File: src/rtl/sdac_pkg.sv
package sdac_pkg;
    // default geometry: 8-bit word, 3 binary bits, rest thermometer
    localparam int CODE_W_DEF = 8;
    localparam int LSB_W_DEF  = 3;
endpackage

File: src/rtl/sdac_therm_dec.sv
module sdac_therm_dec #(
    parameter int MSB_W = 5,
    localparam int SEG_N = (1 << MSB_W) - 1
) (
    input  logic [MSB_W-1:0] upper_i,
    output logic [SEG_N-1:0] therm_o
);
    // one comparator per segment: on when the upper field exceeds its index
    for (genvar k = 0; k < SEG_N; k++) begin : g_seg
        assign therm_o[k] = (int'(upper_i) > k);
    end
endmodule

File: src/rtl/sdac_pipe.sv
module sdac_pipe
    import sdac_pkg::*;
#(
    parameter int CODE_W = CODE_W_DEF,
    parameter int LSB_W  = LSB_W_DEF,
    localparam int MSB_W = CODE_W - LSB_W,
    localparam int SEG_N = (1 << MSB_W) - 1
) (
    input  logic              clk_i,
    input  logic              rst_i,
    input  logic              sleep_i,
    input  logic [CODE_W-1:0] code_i,
    output logic [SEG_N-1:0]  seg_o,
    output logic [LSB_W-1:0]  bin_o,
    output logic              slp_o
);
    typedef struct packed {
        logic [CODE_W-1:0] code;   // stage 1: captured sample
        logic [SEG_N-1:0]  seg;    // stage 2: decoded segments
        logic [LSB_W-1:0]  bin;    // stage 2: binary switches
        logic              slp;    // registered sleep request
    } pipe_t;

    pipe_t st_d, st_q;
    logic [SEG_N-1:0] therm;

    sdac_therm_dec #(.MSB_W(MSB_W)) u_dec (
        .upper_i (st_q.code[CODE_W-1:LSB_W]),
        .therm_o (therm)
    );

    always_comb begin
        st_d     = st_q;
        st_d.slp = sleep_i;
        if (rst_i) begin
            st_d.code = '0;
            st_d.seg  = '0;
            st_d.bin  = '0;
        end else if (!sleep_i) begin
            st_d.code = code_i;
            st_d.seg  = therm;
            st_d.bin  = st_q.code[LSB_W-1:0];
        end
    end

    always_ff @(posedge clk_i) begin
        st_q <= st_d;
    end

    assign seg_o = st_q.seg;
    assign bin_o = st_q.bin;
    assign slp_o = st_q.slp;
endmodule

File: src/rtl/sdac_weight.sv
module sdac_weight #(
    parameter int CODE_W = 8,
    parameter int LSB_W  = 3,
    localparam int MSB_W = CODE_W - LSB_W,
    localparam int SEG_N = (1 << MSB_W) - 1,
    localparam int SEG_WT = 1 << LSB_W
) (
    input  logic [SEG_N-1:0]  seg_i,
    input  logic [LSB_W-1:0]  bin_i,
    output logic [CODE_W-1:0] sum_o
);
    always_comb begin
        sum_o = CODE_W'(bin_i);
        for (int k = 0; k < SEG_N; k++) begin
            if (seg_i[k]) sum_o = sum_o + CODE_W'(SEG_WT);
        end
    end
endmodule

File: src/rtl/sdac_switch_decoder.sv
module sdac_switch_decoder
    import sdac_pkg::*;
#(
    parameter int CODE_W = CODE_W_DEF,
    parameter int LSB_W  = LSB_W_DEF,
    localparam int MSB_W = CODE_W - LSB_W,
    localparam int SEG_N = (1 << MSB_W) - 1
) (
    input  logic              clk_i,
    input  logic              rst_i,
    input  logic              sleep_i,
    input  logic [CODE_W-1:0] code_i,
    output logic [SEG_N-1:0]  seg_on_o,
    output logic [LSB_W-1:0]  bin_on_o,
    output logic [SEG_N-1:0]  seg_off_o,
    output logic [LSB_W-1:0]  bin_off_o,
    output logic [CODE_W-1:0] mon_o
);
    logic [SEG_N-1:0] seg_q;
    logic [LSB_W-1:0] bin_q;
    logic             pipe_slp;

    sdac_pipe #(.CODE_W(CODE_W), .LSB_W(LSB_W)) u_pipe (
        .clk_i   (clk_i),
        .rst_i   (rst_i),
        .sleep_i (sleep_i),
        .code_i  (code_i),
        .seg_o   (seg_q),
        .bin_o   (bin_q),
        .slp_o   (pipe_slp)
    );

    // steering: primary and inverted twins, all parked low while asleep
    always_comb begin
        if (pipe_slp) begin
            seg_on_o  = '0;
            bin_on_o  = '0;
            seg_off_o = '0;
            bin_off_o = '0;
        end else begin
            seg_on_o  = seg_q;
            bin_on_o  = bin_q;
            seg_off_o = ~seg_q;
            bin_off_o = ~bin_q;
        end
    end

    sdac_weight #(.CODE_W(CODE_W), .LSB_W(LSB_W)) u_wt (
        .seg_i (seg_on_o),
        .bin_i (bin_on_o),
        .sum_o (mon_o)
    );
endmodule

File: config.mk
export PLATFORM = sky130hd
export DESIGN_NAME = sdac_switch_decoder
export DESIGN_NICKNAME = d
export VERILOG_FILES = /design/src/rtl/sdac_pkg.sv /design/src/rtl/sdac_therm_dec.sv /design/src/rtl/sdac_pipe.sv /design/src/rtl/sdac_weight.sv /design/src/rtl/sdac_switch_decoder.sv
export SDC_FILE = /design/constraint.sdc
export NUM_CORES = 1
export LEC_CHECK = 0
export BUFFER_PORTS_ARGS = -buffer_cell sky130_fd_sc_hd__buf_4
export CORE_MARGIN = 2
export CORE_UTILIZATION = 25
export CTS_BUF_LIST = sky130_fd_sc_hd__clkbuf_8
export DETAILED_ROUTE_END_ITERATION = 6
export PLACE_DENSITY = 0.44
export SYNTH_ARGS = -nofsm -noshare
export SYNTH_HDL_FRONTEND = slang
export SYNTH_SLANG_ARGS = --single-unit
File: constraint.sdc
create_clock -name clk_i -period 21.4 [get_ports clk_i]
set_input_delay 1.07 -clock clk_i [delete_from_list [all_inputs] [get_ports clk_i]]
set_output_delay 1.07 -clock clk_i [all_outputs]
set_load 0.03 [all_outputs]
Yosys cells after proc, flatten, opt, wreduce, memory -nomap -nowiden --
Cells that the tools add are included.
Word-level totals: logic and storage cells 103, register bits after elaboration 43, input port bits 11
Operators by class: mux-type cells 35, $add $sub $neg 31, $lt $le $gt $ge 31, bitwise gates (word level) 2
Operators with widths (number):
- 8-bit two-way mux | 31
- 8-bit by 4-bit adder with 8-bit output (second input constant) | 30
- 5-bit > comparator (second input constant) | 15
- 31-bit two-way mux | 2
- 5-bit by 4-bit > comparator with 1-bit output (second input constant) | 8
- 31-bit inverter | 1
- 5-bit by 3-bit > comparator with 1-bit output (second input constant) | 4
- 5-bit by 1-bit > comparator with 1-bit output (second input constant) | 2
- 5-bit by 2-bit > comparator with 1-bit output (second input constant) | 2
- 3-bit two-way mux | 2
- 3-bit by 4-bit adder with 5-bit output (second input constant) | 1
- 3-bit inverter | 1

Longest topological paths before layout --
depth in word-level cells 63, mapped depth 94, depth with buffers taken out 89

Hierarchy --
From an unflattened synthesis, not the netlist that was laid out.
Unflattened totals: cells, all modules 864, area, all modules 6576.3 um^2
By module, submodules not included:
- sdac_weight | times used 1, cells an instance 561, area each 4078.9 um^2
- sdac_pipe | times used 1, cells an instance 171, area each 1809.2 um^2
- sdac_switch_decoder | times used 1, cells an instance 75, area each 382.9 um^2
- sdac_therm_dec | times used 1, cells an instance 57, area each 305.3 um^2

Least setup slack after synthesis --
No wires, ideal clock.
kind flip-flop to output port, from reg u_pipe.st_q, in the netlist u_pipe.slp_o, to out mon_o[7], setup slack 4.206 ns, buffers on the path 6, data arrival time 16.124 ns, data required time 20.330 ns, stages on the path, launching flop included 90, path through dfxtp_1 -> buf_2 -> buf_2 -> buf_2 -> clkbuf_1 -> clkbuf_1 -> nand2b_1 -> ha_1 -> buf_2 -> inv_1 -> xnor2_1 -> mux2_2 -> ha_1 -> inv_1 -> a221oi_1 -> nand2_1 -> xnor2_1 -> mux2i_1 -> [... 54 more ...] -> ha_1 -> nor2_1 -> a21oi_1 -> xor2_1 -> nand2_1 -> o31ai_1 -> ha_1 -> mux2_2 -> xor2_1 -> nand2_1 -> nand2_1 -> a21oi_1 -> ha_1 -> nand2_1 -> nor2_1 -> o211ai_1 -> xor3_1 -> xnor2_1
Between the ends: word-level cells in the longest chain between the ends 63, elaborated cells on any way between the ends 64, classes of those cells add/sub (31); mux (33)
Ends and longest elaborated chain:
- start, declared | RTL line sdac_pipe.sv:24 | pipe_t st_d, st_q;
- start signal, assigned | RTL line sdac_pipe.sv:47 | st_q <= st_d;
- 3-bit two-way mux | RTL line sdac_switch_decoder.sv:35 | if (pipe_slp) begin
- 3-bit by 4-bit adder with 5-bit output | RTL line sdac_weight.sv:15 | if (seg_i[k]) sum_o = sum_o + CODE_W'(SEG_WT);
- 8-bit two-way mux | RTL line sdac_weight.sv:15
- 8-bit by 4-bit adder with 8-bit output | RTL line sdac_weight.sv:15
- 8-bit two-way mux | RTL line sdac_weight.sv:15
- 8-bit by 4-bit adder with 8-bit output | RTL line sdac_weight.sv:15
- 8-bit two-way mux | RTL line sdac_weight.sv:15
- 8-bit by 4-bit adder with 8-bit output | RTL line sdac_weight.sv:15
- [... 47 more ...]
- 8-bit by 4-bit adder with 8-bit output | RTL line sdac_weight.sv:15
- 8-bit two-way mux | RTL line sdac_weight.sv:15
- 8-bit by 4-bit adder with 8-bit output | RTL line sdac_weight.sv:15
- 8-bit two-way mux | RTL line sdac_weight.sv:15
- 8-bit by 4-bit adder with 8-bit output | RTL line sdac_weight.sv:15
- 8-bit two-way mux | RTL line sdac_weight.sv:15
- 8-bit by 4-bit adder with 8-bit output | RTL line sdac_weight.sv:15
- 8-bit two-way mux (*) | RTL line sdac_weight.sv:15
- end, declared | RTL line sdac_switch_decoder.sv:17 | output logic [CODE_W-1:0] mon_o
Every way passes the cells marked *; elsewhere a longest branch is shown, timed or not.

Worst setup path in the final report --
Same ends and word-level chain as after synthesis.

==> metrics.md <==
| Metric | Value |
|---|---|
| Maximum number of buffers from clock root to sink | `2` |
| Syn Std Cell Area | `0.006507 sq mm` |
| Most used cell along the critical path | `ha_1` |
| Path type of the worst min-delay path | `flop to flop` |
| Post-CTS Resized | `0` |
| Routed wire length | `18910 um` |
| Setup-failing EPs final | `0` |
| Final setup skew | `0.006466 ns` |
| Type of origin of the critical path | `flop` |
| Fraction of synthesized cell area taken by the top area cell type | `13.23%` |
| Sequential area share after synthesis | `13.23%` |
| Total of hold buffers inserted after clock tree synthesis | `0` |
| Layout Cells excl Fill | `1270` |
| Std-Cell Rows | `59` |
| Global-route wire length before repair | `30570 um` |
| Hold violation total from the final report | `0` |
| Storage element area | `864.6 sq um` |
| Leakage | `3.113 nW` |
| Cell types with the largest area share after synthesis | `dfxtp_1, xnor2_1, nor2_1, ha_1, a21oi_1` |
| Hold Path Stages | `2` |
| Highest-delay cell along the critical path | `dfxtp_4` |
| Number of clock sinks | `43` |
| Peak clock frequency supported by timing | `52.76 MHz` |
| GR Util All Layers | `13.63%` |
| Ant diodes | `0` |
| Number of warnings printed during yosys synthesis | `0` |
| Critical Path End Type | `output port` |
| Die Span Y | `165.3 um` |
| Final-report max-slew violation count | `0` |
| Most common flop cell mapped by yosys | `dfxtp_1` |
| Number of port buffers | `86` |
| Critical path required time | `20.33 ns` |
| Antenna violations before repair | `0` |
| Fill cells | `2884` |
| Post-layout minimum cycle time | `18.95 ns` |
| Proportion of layout cells with a drive suffix above 1 | `15.29%` |
| Detailed router's first-iteration violation count | `350` |
| Worst slew margin relative to its limit | `40.56%` |
| TritonCTS Buffers | `5` |
| Number of top-level pins | `87` |
| CP peak stage delay | `0.73 ns` |
| Cell taking the most area after synthesis | `dfxtp_1` |
| Clock Latency Late Sink | `0.30 ns` |
| Post-detail-place hpwl | `14880 um` |
| Via count | `6127` |
| Area used by multi-input combinational logic | `0.005238 sq mm` |
| Number of H-tree branching levels | `2` |
| Power per cell area | `67.69 mW/mm^2` |
| RD Place Congestion | `0.7902` |
| Maximum number of pins on one net before global-route repair | `63` |
| Gate count of the mapped netlist | `892` |
| Outcome | `complete, no violations` |
| Register bit count reported by yosys | `43` |
| Clock Root Buffer | `clkbuf_8` |
| Number of global-route vias before repair | `5826` |
| Floorplan die area | `0.02734 sq mm` |
| Detailed-route wire length per cell | `14.89 um` |
| Critical path fanouts, max | `62` |
| DRC violations left | `0` |
| Clock tree from TritonCTS | `built` |
| Congestion Overflow GR | `0` |
| Cell area after layout | `0.007437 sq mm` |
| Max VDD drop | `0.03856 mV` |
| Mapped Nets | `932` |
| Unique masters post-synth | `82` |
| Category of the most critical setup path | `flop to output port` |
| Post-Place Worst Slack | `2.862 ns` |
| Average cell area after synthesis | `7.295 sq um` |
| Portion of the clock cycle consumed by the worst path in the final layout | `88.57%` |
| Layout overhead on the synthesized area | `14.29%` |
| Max-cap violation count | `0` |
| Number of enable flip-flop cells after synthesis | `0` |
| Core box area | `0.02584 sq mm` |
| Placed instance count | `1262` |
| Iteration count of the initial detailed-routing pass | `4` |
| Horizontal extent of the die | `165.3 um` |
| Setup repair after global routing missed its margin | `no` |
| Instance area after placement | `0.007352 sq mm` |
| Total negative slack for setup checks | `0 ns` |
| Number of post-CTS setup repair buffers | `0` |
| Starting Density | `25.19%` |
| Critical path arrival | `17.88 ns` |
| PnR worst setup slack | `2.447 ns` |
| Fraction of synthesis flops using an asynchronous set or reset pin | `0%` |
| Path depth of the worst reg2reg path | `4` |
| Antenna Nets Post-Route | `0` |
| Net count reported at finish | `974` |
| Worst-margin pin slew | `0.8897 ns` |
| Post-detailed-route via-to-cell ratio | `4.824` |
| Clock slew at reported path FFs | `0.08 ns` |
[metrics by stage]
stage / util, % / hold slack, ns / total power [mW]
2_1_floorplan: - / 0.4550 / 0.3774
6_report: 28.78 / 0.4859 / 0.5034
5_1_grt: 28.78 / 0.5144 / 0.5506
3_3_place_gp: 28.46 / 0.4717 / 0.4551
3_5_place_dp: 28.46 / 0.4778 / 0.4529
4_1_cts: 28.78 / 0.4913 / 0.5067
[kinds of logic after synthesis]
kind of cell	count (synthesis)	share of synthesized area (%)
AO/OA/AOI/OAI	180	18.38
flip-flops	43	13.23
AND/OR/NAND/NOR	377	28.32
buffers and inverters	98	6.287
adder cells (fa/ha/maj)	30	5.730
multiplexers	28	4.422
XOR/XNOR	136	23.63
[final cells by class]
type	instances	area share, %
clock buffers	5	0.9253
repair buffers	87	8.782
flip-flops and latches	43	11.63
well taps	335	5.636
inverters	46	2.389
multi-input cells	751	70.42
clock inverters	3	0.2187
[worst max-delay path, delay by kind of cell (launching register included)]
kind / cells / cell delay [ns]
buffers and inverters: 4 / 0.46
adders and majority gates: 14 / 4.22
and+or+nand+nor: 23 / 2.64
DFF: 1 / 0.73
AOI/OAI and AO/OA: 24 / 5.40
xor gates and xnor gates: 16 / 3.27
muxes: 3 / 0.82
[cell usage after synthesis (all sizes together), types with 8 or more instances]
| library cell | count |
|---|---|
| a21oi | 66 |
| a221oi | 8 |
| and3 | 11 |
| buf | 21 |
| clkbuf | 31 |
| dfxtp | 43 |
| ha | 29 |
| inv | 43 |
| mux2i | 22 |
| nand2 | 80 |
| nand2b | 26 |
| nand3 | 22 |
| nand4 | 11 |
| nor2 | 139 |
| nor2b | 23 |
| nor3 | 20 |
| o211ai | 8 |
| o21ai | 27 |
| xnor2 | 83 |
| xnor3 | 12 |
| xor2 | 39 |
[worst paths after layout]
kind                                  startpoint                to  slack, ns
worst max-delay path                u_pipe.slp_o          mon_o[7]       2.45
worst min-delay path            u_pipe.seg_o[21]  u_pipe.seg_o[21]       0.49
worst max register to register   u_pipe.st_q[41]  u_pipe.seg_o[28]      19.91
worst min register to register  u_pipe.seg_o[21]  u_pipe.seg_o[21]       0.49
[report_power, final]
group	internal (mW)	switching (mW)	leakage, nW
clock	0.0224	0.0288	0.0453
sequential	0.0834	0.00968	0.353
combinational	0.148	0.211	2.71
total	0.254	0.249	3.11
[layer usage]
layer	track usage (%)	wire [um]	vias to the layer above
li1	-	-	3169
met1	19.91	9711	2863
met2	22.22	8455	84
met3	1.349	588	11
met4	1.685	151	0
met5	0	0	-
[state kept, by name, indices dropped and copies added, names as in the netlist]
name,flops
u_pipe.bin_o,3
u_pipe.seg_o,31
u_pipe.slp_o,1
u_pipe.st_q,8
[placed cells by master, fill, tap and decap left out, types with 11 or more instances in the layout]
cell type	n
ha_1	29
dfxtp_1	42
buf_4	87
nand3_1	22
mux2i_1	22
nor2b_1	23
xor2_1	36
nor3_1	18
nand2_1	80
xnor2_1	74
nand2b_1	25
inv_1	42
o21ai_0	26
a21oi_1	66
nand4_1	11
nor2_1	138
(Power assumes the default switching activity.)
